`config.mk`:
```
export PLATFORM = sky130hd
export DESIGN_NAME = desc_burst_planner
export DESIGN_NICKNAME = d
export VERILOG_FILES = /design/src/rtl/dbp_pkg.sv /design/src/rtl/dbp_line_cfg.sv /design/src/rtl/dbp_fetch_plan.sv /design/src/rtl/dbp_wb_plan.sv /design/src/rtl/desc_burst_planner.sv
export SDC_FILE = /design/constraint.sdc
export NUM_CORES = 1
export LEC_CHECK = 0
export BUFFER_PORTS_ARGS = -buffer_cell sky130_fd_sc_hd__clkbuf_2
export CORE_ASPECT_RATIO = 0.5
export CORE_MARGIN = 3
export CORE_UTILIZATION = 55
export DETAILED_ROUTE_END_ITERATION = 12
export GPL_TIMING_DRIVEN = 0
export PLACE_DENSITY = 0.8
export SLEW_MARGIN = 20
export SYNTH_ARGS = -nofsm -noshare
export SYNTH_HDL_FRONTEND = slang
export SYNTH_SLANG_ARGS = --single-unit
```
`constraint.sdc`:
```
create_clock -name clk -period 11.2 [get_ports clk]
set_clock_uncertainty 0.1 [all_clocks]
set_input_delay 1.68 -clock clk [delete_from_list [all_inputs] [get_ports clk]]
set_output_delay 1.68 -clock clk [all_outputs]
set_load 0.02 [all_outputs]
```
`src/rtl/dbp_pkg.sv`:
```
package dbp_pkg;

  typedef enum logic [3:0] {
    CMD_MEM_READ      = 4'h6,
    CMD_MEM_WRITE     = 4'h7,
    CMD_MEM_WRITE_INV = 4'hF
  } bus_cmd_e;

  typedef struct packed {
    logic [15:0] per_line;
    logic        whole_ok;
  } line_cfg_t;

  // words -> bytes, clamp, then accept only power-of-two lines >= one descriptor
  function automatic line_cfg_t decode_line(input int words, input int max_bytes,
                                            input int desc_bytes);
    line_cfg_t r;
    int bytes;
    bytes = words * 4;
    if (bytes > max_bytes) bytes = max_bytes;
    r.per_line = 16'd1;
    r.whole_ok = 1'b0;
    for (int k = 0; k < 8; k++) begin
      if ((desc_bytes << k) <= max_bytes && bytes == (desc_bytes << k)) begin
        r.per_line = 16'(1 << k);
        r.whole_ok = 1'b1;
      end
    end
    return r;
  endfunction

  function automatic logic [15:0] min2(input logic [15:0] a, input logic [15:0] b);
    return (a < b) ? a : b;
  endfunction

endpackage

```
`src/rtl/dbp_line_cfg.sv`:
```
module dbp_line_cfg #(
  parameter int CLS_W          = 8,
  parameter int CW             = 4,
  parameter int DESC_BYTES     = 16,
  parameter int MAX_LINE_BYTES = 128
) (
  input  logic [CLS_W-1:0] cls_words,
  output logic [CW-1:0]    per_line,
  output logic             whole_ok
);
  import dbp_pkg::*;

  line_cfg_t cfg;

  always_comb begin
    cfg      = decode_line(int'(cls_words), MAX_LINE_BYTES, DESC_BYTES);
    per_line = CW'(cfg.per_line);
    whole_ok = cfg.whole_ok;
  end
endmodule

```
`src/rtl/dbp_fetch_plan.sv`:
```
module dbp_fetch_plan #(
  parameter int IW = 8,
  parameter int CW = 4
) (
  input  logic [IW:0]   ring_len,
  input  logic [IW-1:0] head,
  input  logic [IW-1:0] tail,
  input  logic [CW-1:0] per_line,
  output logic          go,
  output logic [CW-1:0] count
);
  import dbp_pkg::*;
  localparam int LW = IW + 1;

  logic [LW-1:0] head_x, tail_x, avail, to_end, to_line, mask;
  logic [15:0]   best;

  always_comb begin
    head_x  = {1'b0, head};
    tail_x  = {1'b0, tail};
    avail   = (tail_x >= head_x) ? (tail_x - head_x) : (ring_len - head_x + tail_x);
    to_end  = ring_len - head_x;
    mask    = LW'(per_line) - LW'(1);
    to_line = LW'(per_line) - (head_x & mask);
    best    = min2(min2(16'(to_line), 16'(avail)), 16'(to_end));
    go      = (avail != '0);
    count   = CW'(best);
  end
endmodule

```
`src/rtl/dbp_wb_plan.sv`:
```
module dbp_wb_plan #(
  parameter int IW = 8,
  parameter int CW = 4
) (
  input  logic [IW:0]   ring_len,
  input  logic [IW-1:0] wb_head,
  input  logic [IW:0]   wb_pending,
  input  logic [CW-1:0] per_line,
  input  logic          whole_ok,
  input  logic          pcix_mode,
  input  logic          flush,
  output logic          go,
  output logic [CW-1:0] count,
  output logic          use_inv
);
  import dbp_pkg::*;
  localparam int LW = IW + 1;

  logic [LW-1:0] head_x, to_end, to_line, mask;
  logic [15:0]   room, take;
  logic          filled, on_line;

  always_comb begin
    head_x  = {1'b0, wb_head};
    to_end  = ring_len - head_x;
    mask    = LW'(per_line) - LW'(1);
    to_line = LW'(per_line) - (head_x & mask);
    room    = min2(16'(to_line), 16'(to_end));
    filled  = 16'(wb_pending) >= room;
    go      = (wb_pending != '0) && (filled || flush);
    take    = filled ? room : 16'(wb_pending);
    count   = CW'(take);
    on_line = (head_x & mask) == '0;
    use_inv = !pcix_mode && whole_ok && on_line && (take == 16'(per_line));
  end
endmodule

```
`src/rtl/desc_burst_planner.sv`:
```
module desc_burst_planner #(
  parameter int AW             = 32,
  parameter int IW             = 8,
  parameter int CLS_W          = 8,
  parameter int DESC_BYTES     = 16,
  parameter int MAX_LINE_BYTES = 128,
  localparam int MAXD          = MAX_LINE_BYTES / DESC_BYTES,
  localparam int CW            = $clog2(MAXD + 1)
) (
  input  logic             clk,
  input  logic             rst_n,
  input  logic [CLS_W-1:0] cls_words,
  input  logic             pcix_mode,
  input  logic [AW-1:0]    ring_base,
  input  logic [IW:0]      ring_len,
  input  logic [IW-1:0]    fetch_head,
  input  logic [IW-1:0]    fetch_tail,
  input  logic [IW-1:0]    wb_head,
  input  logic [IW:0]      wb_pending,
  input  logic             wb_flush,
  input  logic             req_ready,
  output logic             req_valid,
  output logic             req_wb,
  output logic [AW-1:0]    req_addr,
  output logic [CW-1:0]    req_count,
  output logic [3:0]       req_cmd
);
  import dbp_pkg::*;

  logic [CW-1:0] per_line;
  logic          whole_ok;
  logic          fetch_go, wb_go, wb_inv, load, accept;
  logic [CW-1:0] fetch_cnt, wb_cnt;
  logic [IW-1:0] start_idx;

  dbp_line_cfg #(.CLS_W(CLS_W), .CW(CW), .DESC_BYTES(DESC_BYTES),
                 .MAX_LINE_BYTES(MAX_LINE_BYTES)) u_cfg (
    .cls_words(cls_words), .per_line(per_line), .whole_ok(whole_ok));

  dbp_fetch_plan #(.IW(IW), .CW(CW)) u_fetch (
    .ring_len(ring_len), .head(fetch_head), .tail(fetch_tail),
    .per_line(per_line), .go(fetch_go), .count(fetch_cnt));

  dbp_wb_plan #(.IW(IW), .CW(CW)) u_wb (
    .ring_len(ring_len), .wb_head(wb_head), .wb_pending(wb_pending),
    .per_line(per_line), .whole_ok(whole_ok), .pcix_mode(pcix_mode),
    .flush(wb_flush), .go(wb_go), .count(wb_cnt), .use_inv(wb_inv));

  assign accept    = req_valid && req_ready;
  assign load      = !req_valid && (wb_go || fetch_go);
  assign start_idx = wb_go ? wb_head : fetch_head;

  always_ff @(posedge clk) begin
    if (!rst_n) begin
      req_valid <= 1'b0;
      req_wb    <= 1'b0;
      req_addr  <= '0;
      req_count <= '0;
      req_cmd   <= CMD_MEM_READ;
    end else if (accept) begin
      req_valid <= 1'b0;
    end else if (load) begin
      req_valid <= 1'b1;
      req_wb    <= wb_go;
      req_addr  <= ring_base + (AW'(start_idx) * AW'(DESC_BYTES));
      req_count <= wb_go ? wb_cnt : fetch_cnt;
      if (!wb_go)      req_cmd <= CMD_MEM_READ;
      else if (wb_inv) req_cmd <= CMD_MEM_WRITE_INV;
      else             req_cmd <= CMD_MEM_WRITE;
    end
  end
endmodule

```
# Word-level counts from Yosys, hierarchy flattened
# Cells that the tools add are included.
[word_totals]
ff_bits = 42
word_cells = 57
[op_classes]
add_sub_neg = 8
order_cmp = 6
eq_ne = 5
n_mux = 14
bitwise = 4
reduce_logical = 15
[ops]
columns = ["operator", "n"]
rows = [
  ["adder 32 x 12 -> 32 bit", 1],
  ["equality test 32 x 7 -> 1 bit (second input constant)", 1],
  ["equality test 32 x 8 -> 1 bit (second input constant)", 1],
  ["equality test 32 x 9 -> 1 bit (second input constant)", 1],
  ["less-than comparator 9 bit", 3],
  ["two-way mux 9 bit", 3],
  ["bitwise AND 8 x 9 -> 9 bit", 2],
  ["nonzero test 9 bit", 2],
  ["subtractor 4 x 9 -> 9 bit", 2],
  ["subtractor 9 x 8 -> 9 bit", 2],
  ["equality test 16 x 4 -> 1 bit", 1],
  ["greater-or-equal comparator 9 x 16 -> 1 bit", 1],
  ["two-way mux 16 bit", 1],
  ["two-way mux 4 bit", 4],
  ["two-way mux 5 bit", 3],
  ["equality test 10 x 5 -> 1 bit (second input constant)", 1],
  ["greater-than comparator 10 x 8 -> 1 bit (second input constant)", 1],
  ["two-way mux 10 bit", 1],
  ["adder 9 x 8 -> 9 bit", 1],
  ["logical NOT 9 bit", 1],
  ["subtractor 8 x 8 -> 9 bit", 1],
  ["greater-or-equal comparator 8 bit", 1],
  ["two-way mux 8 bit", 1],
  ["logical AND 1 bit", 6],
  ["other kinds (7)", 10],
]

# Logic depth before layout (Yosys ltp)
# Gate-level depths: netlist (run 1).
[depth]
ltp_word = 18
mapped_depth = 37

# Modules after synthesis
# A second synthesis (run 1) with hierarchy kept.
[unflattened]
hier_cells = 769
area_unflattened_um2 = 6084.6
[by_module_without_submodules]
columns = ["module", "n_inst", "cells_per_inst", "area_each_um2", "seq_area_each_um2"]
rows = [
  ["desc_burst_planner", 1, 289, 2361.0, 780.7],
  ["dbp_fetch_plan", 1, 269, 2047.0, 0.0],
  ["dbp_wb_plan", 1, 202, 1594.0, 0.0],
  ["dbp_line_cfg", 1, 9, 82.6, 0.0],
]

# Worst setup path before layout (run 1)
# No wires, ideal clock.
[synth_path]
kind = "input to register"
from = "input port cls_words[6]"
to = "register req_addr[24]"
setup_ns = 0.134
t_arrival_ns = 8.548
required_ns = 10.966
setup_slack_ns = 2.418
stages = 34
n_path_buf = 2
cell_sequence = "nor3_2 > inv_2 > nor2_1 > nand3_1 > nor2_1 > a21oi_1 > ha_1 > a21oi_1 > o2bb2ai_1 > a21oi_1 > ha_1 > nand3_1 > o211ai_1 > nor4_1 > o211ai_1 > buf_2 > mux2_2 > ha_1 > nand4_1 > a2bb2oi_1 > a211oi_1 > a2bb2oi_1 > clkbuf_1 > mux2_2 > ha_1 > fa_1 > a21oi_1 > o211ai_1 > o41ai_1 > nor2_1 > and4_1 > nand2_1 > xor2_1 > a211oi_1"
[synth_between]
elab_chain_cells = 17
elab_cells_between_ends = 21
[synth_rtl]
columns = ["element", "line_no", "rtl"]
rows = [
  ["from (decl)", "desc_burst_planner.sv:12", "input logic [CLS_W-1:0] cls_words,"],
  ["greater-than comparator 10 x 8 -> 1 bit", "dbp_pkg.sv:20", "if (bytes > max_bytes) bytes = max_bytes;"],
  ["two-way mux 10 bit (*)", "dbp_pkg.sv:20", ""],
  ["equality test 32 x 7 -> 1 bit", "dbp_pkg.sv:24", "if ((desc_bytes << k) <= max_bytes && bytes == (desc_bytes << k)) begin"],
  ["two-way mux 5 bit (2 in a row)", "dbp_pkg.sv:24", ""],
  ["two-way mux 5 bit (*)", "dbp_pkg.sv:24", ""],
  ["subtractor 4 x 1 -> 5 bit", "dbp_wb_plan.sv:26", "mask = LW'(per_line) - LW'(1);"],
  ["bitwise AND 8 x 9 -> 9 bit", "dbp_wb_plan.sv:27", "to_line = LW'(per_line) - (head_x & mask);"],
  ["subtractor 4 x 9 -> 9 bit (*)", "dbp_wb_plan.sv:27", ""],
  ["less-than comparator 9 bit", "dbp_pkg.sv:33", "return (a < b) ? a : b;"],
  ["two-way mux 9 bit (*)", "dbp_pkg.sv:33", ""],
  ["greater-or-equal comparator 9 x 16 -> 1 bit (*)", "dbp_wb_plan.sv:29", "filled = 16'(wb_pending) >= room;"],
  ["logical OR 1 bit (*)", "dbp_wb_plan.sv:30", "go = (wb_pending != '0) && (filled || flush);"],
  ["logical AND 1 bit (*)", "dbp_wb_plan.sv:30", ""],
  ["parallel branches: the longest is 3 deep, another holds adder 32 x 12 -> 32 bit", "n/a", ""],
  ["to (signal assigned)", "desc_burst_planner.sv:65", "req_addr <= ring_base + (AW'(start_idx) * AW'(DESC_BYTES));"],
  ["to (decl)", "desc_burst_planner.sv:24", "output logic [AW-1:0] req_addr,"],
]
# Every way passes the cells marked *.
# A chain may end at the register's enable or synchronous reset.

# Worst setup path after layout (run 1)
# Ends and elaborated chain as after synthesis.

==> results of run 1 <==
[metrics by stage]
| step | util (%) | cell area [um^2] | instances | hold WS [ns] |
|---|---|---|---|---|
| 2_1_floorplan | - | 5360 | 704 | 0.4268 |
| 3_3_place_gp | 67.80 | 6148 | 959 | 0.3427 |
| 3_5_place_dp | 67.80 | 6148 | 959 | 0.3454 |
| 4_1_cts | 69.36 | 6290 | 967 | 0.3532 |
| 5_1_grt | 69.48 | 6301 | 967 | 0.3731 |
| 6_report | 69.48 | 6301 | 967 | 0.3536 |
[cell families after synthesis]
group	count (synthesis)
AOI/OAI and AO/OA	200
xor gates and xnor gates	54
adders and majority gates	82
buffers and inverters	73
DFF	39
muxes	21
other	1
and+or+nand+nor	231
[cell type report]
type,instances,area share (%)
buffer,20,1.847
multi-input combinational,592,67.85
timing repair buffer,125,9.929
inverter,53,3.157
clock buffer,6,2.045
tap,130,2.581
clock inverter,2,0.1986
sequential,39,12.39
[layer usage]
metal	vias to the layer above	track usage [%]	wire (um)
met4	0	5.047	185
met5	-	0	0
met2	174	44.47	6702
met1	2540	34.47	6900
li1	2834	-	-
met3	21	3.387	1080
[repair_timing]
action	4_1_cts	5_1_grt
hold endpoints to repair	0	0
hold buffers	0	0
setup endpoints to repair	0	2
gates resized for setup	0	2
[cells in the mapped netlist, drive strengths merged (14+ instances only)]
cell type  number  area (um^2)
a211oi         25        187.7
nand2          51        198.9
a21o           17        127.6
a21oi          53        265.3
xor2           31        271.5
nor3           19        105.1
o21ai          42        210.2
inv            52        195.2
nand3          31        155.2
ha             77        963.4
xnor2          23        201.4
dfxtp          39        780.8
mux2i          14        140.1
nor2           79        299.0
[final timing paths]
kind	slack [ns]	to
max	0.83	req_addr[24]$_SDFFE_PN0P_
min	0.35	req_addr[0]$_SDFFE_PN0P_
max reg2reg	9.69	req_count[3]$_SDFFE_PN0P_
min reg2reg	0.35	req_addr[0]$_SDFFE_PN0P_
[cell usage in the layout, fill, tap and decap left out, drive strengths merged, types with 3 or more instances in the layout]
cell     count
clkbuf     138
nor2        79
ha          77
a21oi       53
inv         52
nand2       51
o21ai       42
dfxtp       39
xor2        31
nand3       31
a211oi      25
xnor2       23
nor3        19
a21o        17
mux2i       14
buf         13
nand4        9
o211ai       9
nor2b        7
and3         7
mux2         7
o21a         6
and4         5
nor4         5
nand2b       5
fa           5
a31oi        5
o2111ai      4
o31ai        4
conb         4
o2bb2ai      3
o2111a       3
a311oi       3
a32o         3
or3          3
a2111oi      3
[sequential cells by signal, summed over array words and instances (netlist names)]
signal,cells
req_cmd,2
req_valid,1
req_count,4
req_addr,32
[worst max-delay path, delay by kind of cell]
family                   cells  cell delay, ns
AO/OA/AOI/OAI               13            3.20
AND/OR/NAND/NOR             10            1.98
adder cells (fa/ha/maj)      5            1.40
buffers and inverters        5            1.20
multiplexers                 2            0.76
XOR/XNOR                     1            0.16
[power by group]
part           switching [mW]  leakage, nW  total, mW  internal, mW
logic                   0.364         2.67      0.609         0.245
clock network          0.0556       0.0669      0.138        0.0821
registers              0.0130        0.324      0.174         0.162
==> impl_metrics.py, run 1 <==
metrics = {
    "yosys": {
        "syn_area_um2": 5349,
        "synth_ff_type": "dfxtp_1",
        "synth_cell_types": 75,
        "synth_xor_area_share_pct": 8.842,
        "synthSimpleGateAreaFrac_pct": 20.73,
        "synth_seq_cells": 39,
        "postSynthCellCount": 701,
        "yosysSeqAreaShare_pct": 14.60,
        "ys_warn_count": 0,
        "synthArstFlopShare_pct": 0,
        "synth-edff-count": 0,
        "synth_mux_area_share_pct": 4.234,
        "yosys.area_share.adder_pct": 19.88,
        "synth-compound-area-share_pct": 25.75,
        "syn_avg_cell_area_um2": 7.630,
        "synth_top_family_by_area": "compound AO/OA/AOI/OAI gates",
    },
    "global_route": {
        "grt_pass1_wl_mm": 23.07,
        "grtUsageTotal_pct": 25.39,
        "grt_overflow": 0,
        "grt_max_degree": 13,
        "antenna_found_initial": 0,
        "grt_pass1_vias": 4888,
    },
    "clocking": {
        "cts_made_buffers": 5,
        "cts_tree": "done",
        "htree_levels": 2,
        "insertion_delay_ns": 0.28,
        "clock-root-buffer": "clkbuf_16",
        "postCtsSetupBuffers": 0,
        "clkTransAtPathRegs_ns": 0.06,
        "cts_sinks": 39,
        "cts_max_path_buffers": 2,
    },
    "drt": {
        "drc": 0,
        "ant_nets": 0,
        "drt-initial-drc-count": 312,
        "routedWlPerCell_um": 15.38,
        "vias": 5569,
        "routed_wl_mm": 14.87,
        "viasPerCell": 5.759,
        "firstDrtPassIters": 5,
    },
    "job": {
        "max_cap_viol_count": 0,
    },
    "final_layout": {
        "register_area_um2": 780.7,
        "n_fill_cell": 825,
        "drive_gt1_share_pct": 19.95,
        "layout.nets": 1005,
        "antenna_cells": 0,
        "multi_input_area_um2": 4275,
        "syn_to_final_growth_pct": 17.80,
    },
    "floorplan": {
        "rows": 24,
        "start_util_pct": 58.98,
        "fp.dieW_um": 145.5,
        "core_area_um2": 9069,
        "die_h_um": 75.73,
        "ios": 129,
        "die_area_um2": 11020,
    },
    "setup_path": {
        "critPathLaunch": "cls_words[6]",
        "cp-end-kind": "flop",
        "r2r_cells": 2,
        "cp-start-kind": "primary input",
        "slowest_delay_ns": 0.52,
        "worst-endpoint-required_ns": 11.24,
        "worst-path-max-fanout": 11,
        "arrival_ns": 10.41,
        "r2r-start": "req_valid$_SDFFE_PP0P_",
        "cp_slowest_cell": "nor3_2",
        "crit_type": "primary input to flop",
    },
    "min_path": {
        "hold_path_class": "flop to flop",
        "min-delay-start": "req_addr[0]$_SDFFE_PN0P_",
        "hold_depth": 2,
    },
    "timing": {
        "final_max_slew_viol_count": 0,
        "setup-tns-final_ns": 0,
        "min_period_ns": 10.37,
        "finalWorstSetupSlack_ns": 0.8290,
        "setup_violations": 0,
        "hold_viol_final": 0,
        "tightestPinTransition_ns": 0.8803,
        "period_share_pct": 92.60,
        "rsz0062_at_grt": "no",
        "max_slew_margin_pct": 40.91,
        "max_freq_mhz": 96.42,
    },
    "placed_design": {
        "dp_slack_ns": 0.4767,
        "port-buffer-count": 125,
        "hpwl_mm": 12.65,
        "gp_congestion": 0.9351,
    },
    "power": {
        "power.leakage_nw": 3.059,
        "p_per_area_nw_per_um2": 146.2,
        "vdd_drop_max_mv": 0.06952,
        "fin_total_pwr_mw": 0.9210,
    },
    "status": {
        "status": "finished, final reports clean",
    },
}
Power figures use the tool's default switching activity.
==> inputs of run 2 (changes only) <==
Settings changed: ABC_AREA from default to 1, CORE_UTILIZATION 55 to 40, CTS_BUF_LIST from default to sky130_fd_sc_hd__clkbuf_8, PLACE_DENSITY 0.8 to 0.6.
==> run 2 against run 1 <==
Effect of this change: synthesized cell count grew 30%; global-route usage fell by 4.7 points; total power down 4.7%; highest routed layer unchanged; largest power group unchanged; maximum frequency up 14%; final area increased by 5.2%.
==> impl_metrics.py, run 2 <==
metrics = {
    "status": {
        "status": "finished, final reports clean",
    },
    "power": {
        "p_int_mw": 0.4257,
        "switching_share_pct": 51.49,
        "seqPwrFrac_pct": 19.4,
        "p_per_area_nw_per_um2": 132.3,
        "power.leakage_nw": 3.659,
        "vdd_drop_max_mv": 0.05683,
        "p_clk_share_pct": 11.3,
        "switching_power_mw": 0.4517,
        "pwr-share-comb_pct": 69.3,
    },
    "placed_design": {
        "dpl-instance-area_um2": 6539,
        "dp_slack_ns": 1.900,
        "hpwl_mm": 14.65,
        "gp_congestion": 0.8788,
        "port-buffer-count": 125,
    },
    "final_layout": {
        "largest_reg_flops": 32,
        "syn_to_final_growth_pct": 17.13,
        "most-common-layout-cells": "196 x nand2_1, 132 x inv_1, 125 x clkbuf_2, 115 x nor2_1, 77 x ha_1",
        "register_area_um2": 780.7,
        "multi_input_area_um2": 4244,
        "antenna_cells": 0,
        "final_common_cell": "nand2_1",
        "layout.nets": 1215,
        "n_fill_cell": 1474,
        "drive_gt1_share_pct": 17.67,
        "reg_top3": "req_addr x32, req_count x4, req_cmd x2",
        "fin_area_um2": 6631,
        "regMostFlops": "req_addr",
        "final_core_util_pct": 48.40,
    },
    "setup_path": {
        "slowest_delay_ns": 0.52,
        "crit_type": "primary input to flop",
        "worst-path-max-fanout": 10,
        "arrival_ns": 9.20,
        "worst-endpoint-required_ns": 11.29,
        "cp-end-kind": "flop",
        "r2r_setup_slack_ns": 10.03,
        "crit_top_cell": "nand2_1",
        "cp-start-kind": "primary input",
        "cp_slowest_cell": "o21ai_2",
    },
    "timing": {
        "rsz0062_at_grt": "no",
        "hold_viol_final": 0,
        "max_freq_mhz": 109.8,
        "period_share_pct": 81.31,
        "setup_violations": 0,
        "finalWorstSetupSlack_ns": 2.093,
        "tightestPinTransition_ns": 0.6590,
        "setup-tns-final_ns": 0,
        "min_period_ns": 9.107,
        "worst_hold_slack_ns": 0.3737,
        "final_max_slew_viol_count": 0,
        "max_slew_margin_pct": 55.60,
    },
    "global_route": {
        "grt_pass1_vias": 5777,
        "grt_max_degree": 15,
        "antenna_found_initial": 0,
        "grtUsageTotal_pct": 20.68,
        "grt_overflow": 0,
        "grt_pass1_wl_mm": 27.31,
    },
    "yosys": {
        "synth-edff-count": 0,
        "synth_ff_type": "dfxtp_1",
        "yosys.area.top_type": "ha_1",
        "synth_area_leaders": "ha_1 17%, dfxtp_1 14%, nand2_1 13%",
        "ys_warn_count": 0,
        "yosys.area.top_type_share_pct": 17.02,
        "yosysMostFrequentCell": "nand2_1",
        "postSynthCellCount": 911,
        "synthArstFlopShare_pct": 0,
        "synth_top_cells_by_count": "196 x nand2_1, 132 x inv_1, 115 x nor2_1",
        "yosysSeqAreaShare_pct": 13.79,
        "synth_cell_types": 45,
        "synth_seq_cells": 39,
        "syn_area_um2": 5662,
        "syn_avg_cell_area_um2": 6.215,
    },
    "floorplan": {
        "ios": 129,
        "rows": 30,
        "start_util_pct": 41.32,
        "die_area_um2": 15700,
        "die_h_um": 90.13,
        "core_area_um2": 13700,
        "fp.dieW_um": 174.3,
    },
    "drt": {
        "viasPerCell": 5.014,
        "routedWlPerCell_um": 13.59,
        "firstDrtPassIters": 5,
        "routed_wl_mm": 16.84,
        "drt-initial-drc-count": 399,
        "vias": 6212,
        "ant_nets": 0,
        "drc": 0,
    },
    "clocking": {
        "cts_made_buffers": 5,
        "cts_sinks": 39,
        "cts_max_path_buffers": 2,
        "clkTransAtPathRegs_ns": 0.09,
        "postCtsSetupBuffers": 0,
        "clock-root-buffer": "clkbuf_8",
        "htree_levels": 2,
        "cts_resized": 0,
        "insertion_delay_ns": 0.28,
        "holdBufCountCts": 0,
        "cts_tree": "done",
    },
    "job": {
        "max_cap_viol_count": 0,
    },
    "min_path": {
        "hold_path_class": "flop to flop",
    },
}
run 2: cell count changes in the layout (fill, tap and decap cells not counted), moves of 9 or more:
| cell | delta |
|---|---|
| nand4_1 | +9 |
| xnor2_1 | -9 |
| nand3_1 | +26 |
| o21ai_0 | +23 |
| nor2_2 | +11 |
| nand2_1 | +146 |
| a211oi_1 | -24 |
| nor2_1 | +37 |
| mux2i_1 | -14 |
| a21o_1 | -16 |
| inv_1 | +81 |
run 2: final timing paths:
check | from | cells past startpoint | to
min reg2reg | req_cmd[3]$_SDFFE_PN0P_ | 2 | req_cmd[3]$_SDFFE_PN0P_
max | cls_words[6] | 43 | req_addr[27]$_SDFFE_PN0P_
min | req_cmd[3]$_SDFFE_PN0P_ | 2 | req_cmd[3]$_SDFFE_PN0P_
max reg2reg | req_valid$_SDFFE_PP0P_ | 6 | req_addr[8]$_SDFFE_PN0P_
run 2: per-layer routing:
metal  GRT usage, %  part of all wire, %  routed length (um)  vias up
met5              0                    0                   0        -
met4          2.607                 0.72                 122        0
met3          2.194                  5.6                 950       12
met2          34.64                   44                7412      181
met1          29.43                   50                8355     2798
li1               -                    -                   -     3221
run 2: worst max-delay path: cells and delay by family:
kind | cells | cell delay, ns
AOI/OAI and AO/OA | 10 | 2.39
xor gates and xnor gates | 1 | 0.14
adders and majority gates | 4 | 1.17
buffers and inverters | 6 | 0.84
and+or+nand+nor | 22 | 2.98
run 2: area by class of cell:
cell class,count,share of cell area (%)
well taps,192,3.623
multi-input cells,723,64.00
flip-flops and latches,39,11.77
clock buffers,5,1.038
inverters,135,7.679
clock inverters,3,0.3585
repair buffers,125,9.434
plain buffers,17,2.094
run 2: cells by family (layout without fill, tap and decap cells):
kind of cell,Yosys count,count (layout),share of synthesized area [%]
AND/OR/NAND/NOR,438,438,33.59
flip-flops,39,39,13.79
buffers and inverters,152,285,11.45
AO/OA/AOI/OAI,147,147,14.28
XOR/XNOR,52,52,8.044
other,1,4,0.06623
adder cells (fa/ha/maj),82,82,18.78
run 2: through the flow:
step                      cells  power [mW]
after floorplan             914      0.6166
after global placement     1231      0.7637
after detailed placement   1231      0.7754
after CTS                  1239      0.8773
after global routing       1239      0.9757
final                      1239      0.8774
run 2: power by group through the flow:
stage,Sequential [mW],Combinational [mW],Clock [mW]
2_1_floorplan,0.196,0.421,0
3_3_place_gp,0.173,0.591,0
3_5_place_dp,0.174,0.602,0
4_1_cts,0.170,0.605,0.102
5_1_grt,0.172,0.694,0.109
6_report,0.170,0.608,0.0994
==> inputs of run 3 (changes only) <==
Settings changed: ABC_AREA 1 to 0, PLACE_DENSITY 0.6 to 0.61.
Clock period 11.2 ns to 8.5 ns, I/O delays scaled along.
==> run 3 against run 2 <==
Effect of this change: critical path depth down 7; routed wire length down 4.1%; register-to-register slack worse by 3.0 ns; sequential share of layout area up 0.16 points; sequential power up 35%; flip-flop and latch count unchanged.
==> impl_metrics.py, run 3 (synthesis results as in run 1) <==
metrics = {
    "setup_path": {
        "slowest_delay_ns": 0.41,
        "crit_top_cell": "inv_1",
        "arrival_ns": 8.30,
        "cp-end-kind": "flop",
        "cp-start-kind": "primary input",
        "worst-endpoint-required_ns": 8.57,
        "path_buf_inv": 6,
        "cpLargestDelayFamily": "compound AO/OA/AOI/OAI gates",
        "crit_type": "primary input to flop",
        "worst-path-max-fanout": 7,
        "cp_slowest_cell": "fa_1",
        "r2r_setup_slack_ns": 7.00,
    },
    "placed_design": {
        "dpl-instance-area_um2": 6198,
        "hpwl_mm": 13.35,
        "dp_slack_ns": -1.968,
        "gp_congestion": 0.9135,
        "dp.cells": 999,
        "port-buffer-count": 125,
    },
    "clocking": {
        "cts_max_path_buffers": 2,
        "cts_tree": "done",
        "cts_made_buffers": 5,
        "insertion_delay_ns": 0.29,
        "clkTransAtPathRegs_ns": 0.08,
        "cts_sinks": 39,
        "htree_levels": 2,
        "holdBufCountCts": 0,
        "clock-root-buffer": "clkbuf_8",
    },
    "timing": {
        "hold_viol_final": 0,
        "rsz0062_at_grt": "yes",
        "setup_violations": 0,
        "max_slew_margin_pct": 51.28,
        "tightestPinTransition_ns": 0.7259,
        "finalWorstSetupSlack_ns": 0.2721,
        "period_share_pct": 96.80,
        "final_max_slew_viol_count": 0,
        "min_period_ns": 8.228,
        "max_freq_mhz": 121.5,
    },
    "floorplan": {
        "fp.dieW_um": 169.5,
        "start_util_pct": 41.53,
        "core_area_um2": 12880,
        "die_h_um": 87.77,
        "ios": 129,
        "die_area_um2": 14880,
        "rows": 29,
    },
    "job": {
        "max_cap_viol_count": 0,
    },
    "final_layout": {
        "layout.nets": 1022,
        "fin_area_um2": 6540,
        "antenna_cells": 0,
        "reg_top3": "req_addr x32, req_count x4, req_cmd x2",
        "final_core_util_pct": 50.77,
        "final_common_cell": "clkbuf_2",
        "drive_gt1_share_pct": 23.89,
        "fin_cells": 1024,
        "regMostFlops": "req_addr",
        "most-common-layout-cells": "125 x clkbuf_2, 77 x nor2_1, 74 x ha_1, 52 x inv_1, 50 x nand2_1",
        "syn_to_final_growth_pct": 22.27,
        "n_fill_cell": 1310,
        "largest_reg_flops": 32,
    },
    "drt": {
        "firstDrtPassIters": 4,
        "drt-initial-drc-count": 247,
        "vias": 5622,
        "ant_nets": 0,
        "routed_wl_mm": 16.14,
        "viasPerCell": 5.490,
        "drc": 0,
        "routedWlPerCell_um": 15.76,
    },
    "power": {
        "switching_share_pct": 48.15,
        "vdd_drop_max_mv": 0.06597,
        "seqPwrFrac_pct": 18.9,
        "pwr-share-comb_pct": 70.8,
        "switching_power_mw": 0.5860,
        "p_per_area_nw_per_um2": 186.1,
        "p_clk_share_pct": 10.3,
        "power.leakage_nw": 3.145,
        "p_int_mw": 0.6311,
    },
    "global_route": {
        "grt_max_degree": 13,
        "grt_use_met2_pct": 35.61,
        "grt_pass1_wl_mm": 25.05,
        "use_met1_pct": 28.55,
        "grtUsageTotal_pct": 20.58,
        "grt_busiest_layer": "met2",
        "use_met3_pct": 1.849,
        "antenna_found_initial": 0,
        "grt_pass1_vias": 5130,
        "grt_overflow": 0,
    },
    "status": {
        "status": "finished, final reports clean",
    },
    "min_path": {
        "hold_path_class": "flop to flop",
    },
}
run 3: changes by cell type in the layout (fill, tap and decap cells not counted), sizes merged, moves of 9 or more:
cell	previous run	this run
o21ai	71	42
nand3	57	31
nor2	128	79
a211oi	1	25
a21o	1	17
nand2	205	51
mux2i	0	14
nand4	18	9
inv	136	53
buf	13	32
xnor2	14	23
run 3: final timing paths:
check	from	endpoint	depth (start not counted)
setup / recovery	wb_head[0]	req_addr[24]$_SDFFE_PN0P_	36
hold / removal	req_addr[0]$_SDFFE_PN0P_	req_addr[0]$_SDFFE_PN0P_	2
setup reg to reg	req_valid$_SDFFE_PP0P_	req_addr[29]$_SDFFE_PN0P_	4
hold reg to reg	req_addr[0]$_SDFFE_PN0P_	req_addr[0]$_SDFFE_PN0P_	2
run 3: worst reg2reg max path, cell delays in order (launching register included):
cell and delay (ns):
dfxtp_1 0.38, a31oi_4 0.34, buf_2 0.32, nor2_1 0.07, a211oi_1 0.21
run 3: cell type report:
class / instances / area (um^2) / area share (%)
tap: 170 / 212.7 / 3.252
clock inverter: 3 / 16.27 / 0.2487
buffer: 19 / 126.4 / 1.932
multi-input combinational: 592 / 4373 / 66.86
clock buffer: 5 / 68.82 / 1.052
sequential: 39 / 780.7 / 11.94
inverter: 53 / 201.4 / 3.080
timing repair buffer: 143 / 760.7 / 11.63
run 3: stage by stage:
| stage | hold WS, ns | setup TNS, ns | total power, mW |
|---|---|---|---|
| floorplan | 0.4268 | 0 | 0.8132 |
| global placement | 0.3388 | -37.01 | 1.014 |
| detailed placement | 0.3554 | -37.45 | 1.028 |
| CTS | 0.3667 | 0 | 1.190 |
| global route | 0.3853 | -0.1378 | 1.323 |
| finish | 0.3605 | 0 | 1.217 |
run 3: power by group through the flow:
stage / sequential (mW) / clock (mW) / combinational, mW
CTS: 0.230 / 0.128 / 0.832
global placement: 0.233 / 0 / 0.781
detailed placement: 0.234 / 0 / 0.793
global route: 0.233 / 0.133 / 0.957
floorplan: 0.267 / 0 / 0.546
finish: 0.230 / 0.125 / 0.862
run 3: metal layers:
metal	up-vias	wire length [um]
li1	2876	-
met1	2568	7954
met2	159	7164
met3	19	816
met4	0	207
met5	-	0
run 3: what timing repair did:
| action | in CTS | in global routing |
|---|---|---|
| resized for setup | 13 | 18 |
| endpoints found under the setup margin | 27 | 23 |
| pin swaps | 7 | 11 |
| setup buffers | 12 | 6 |
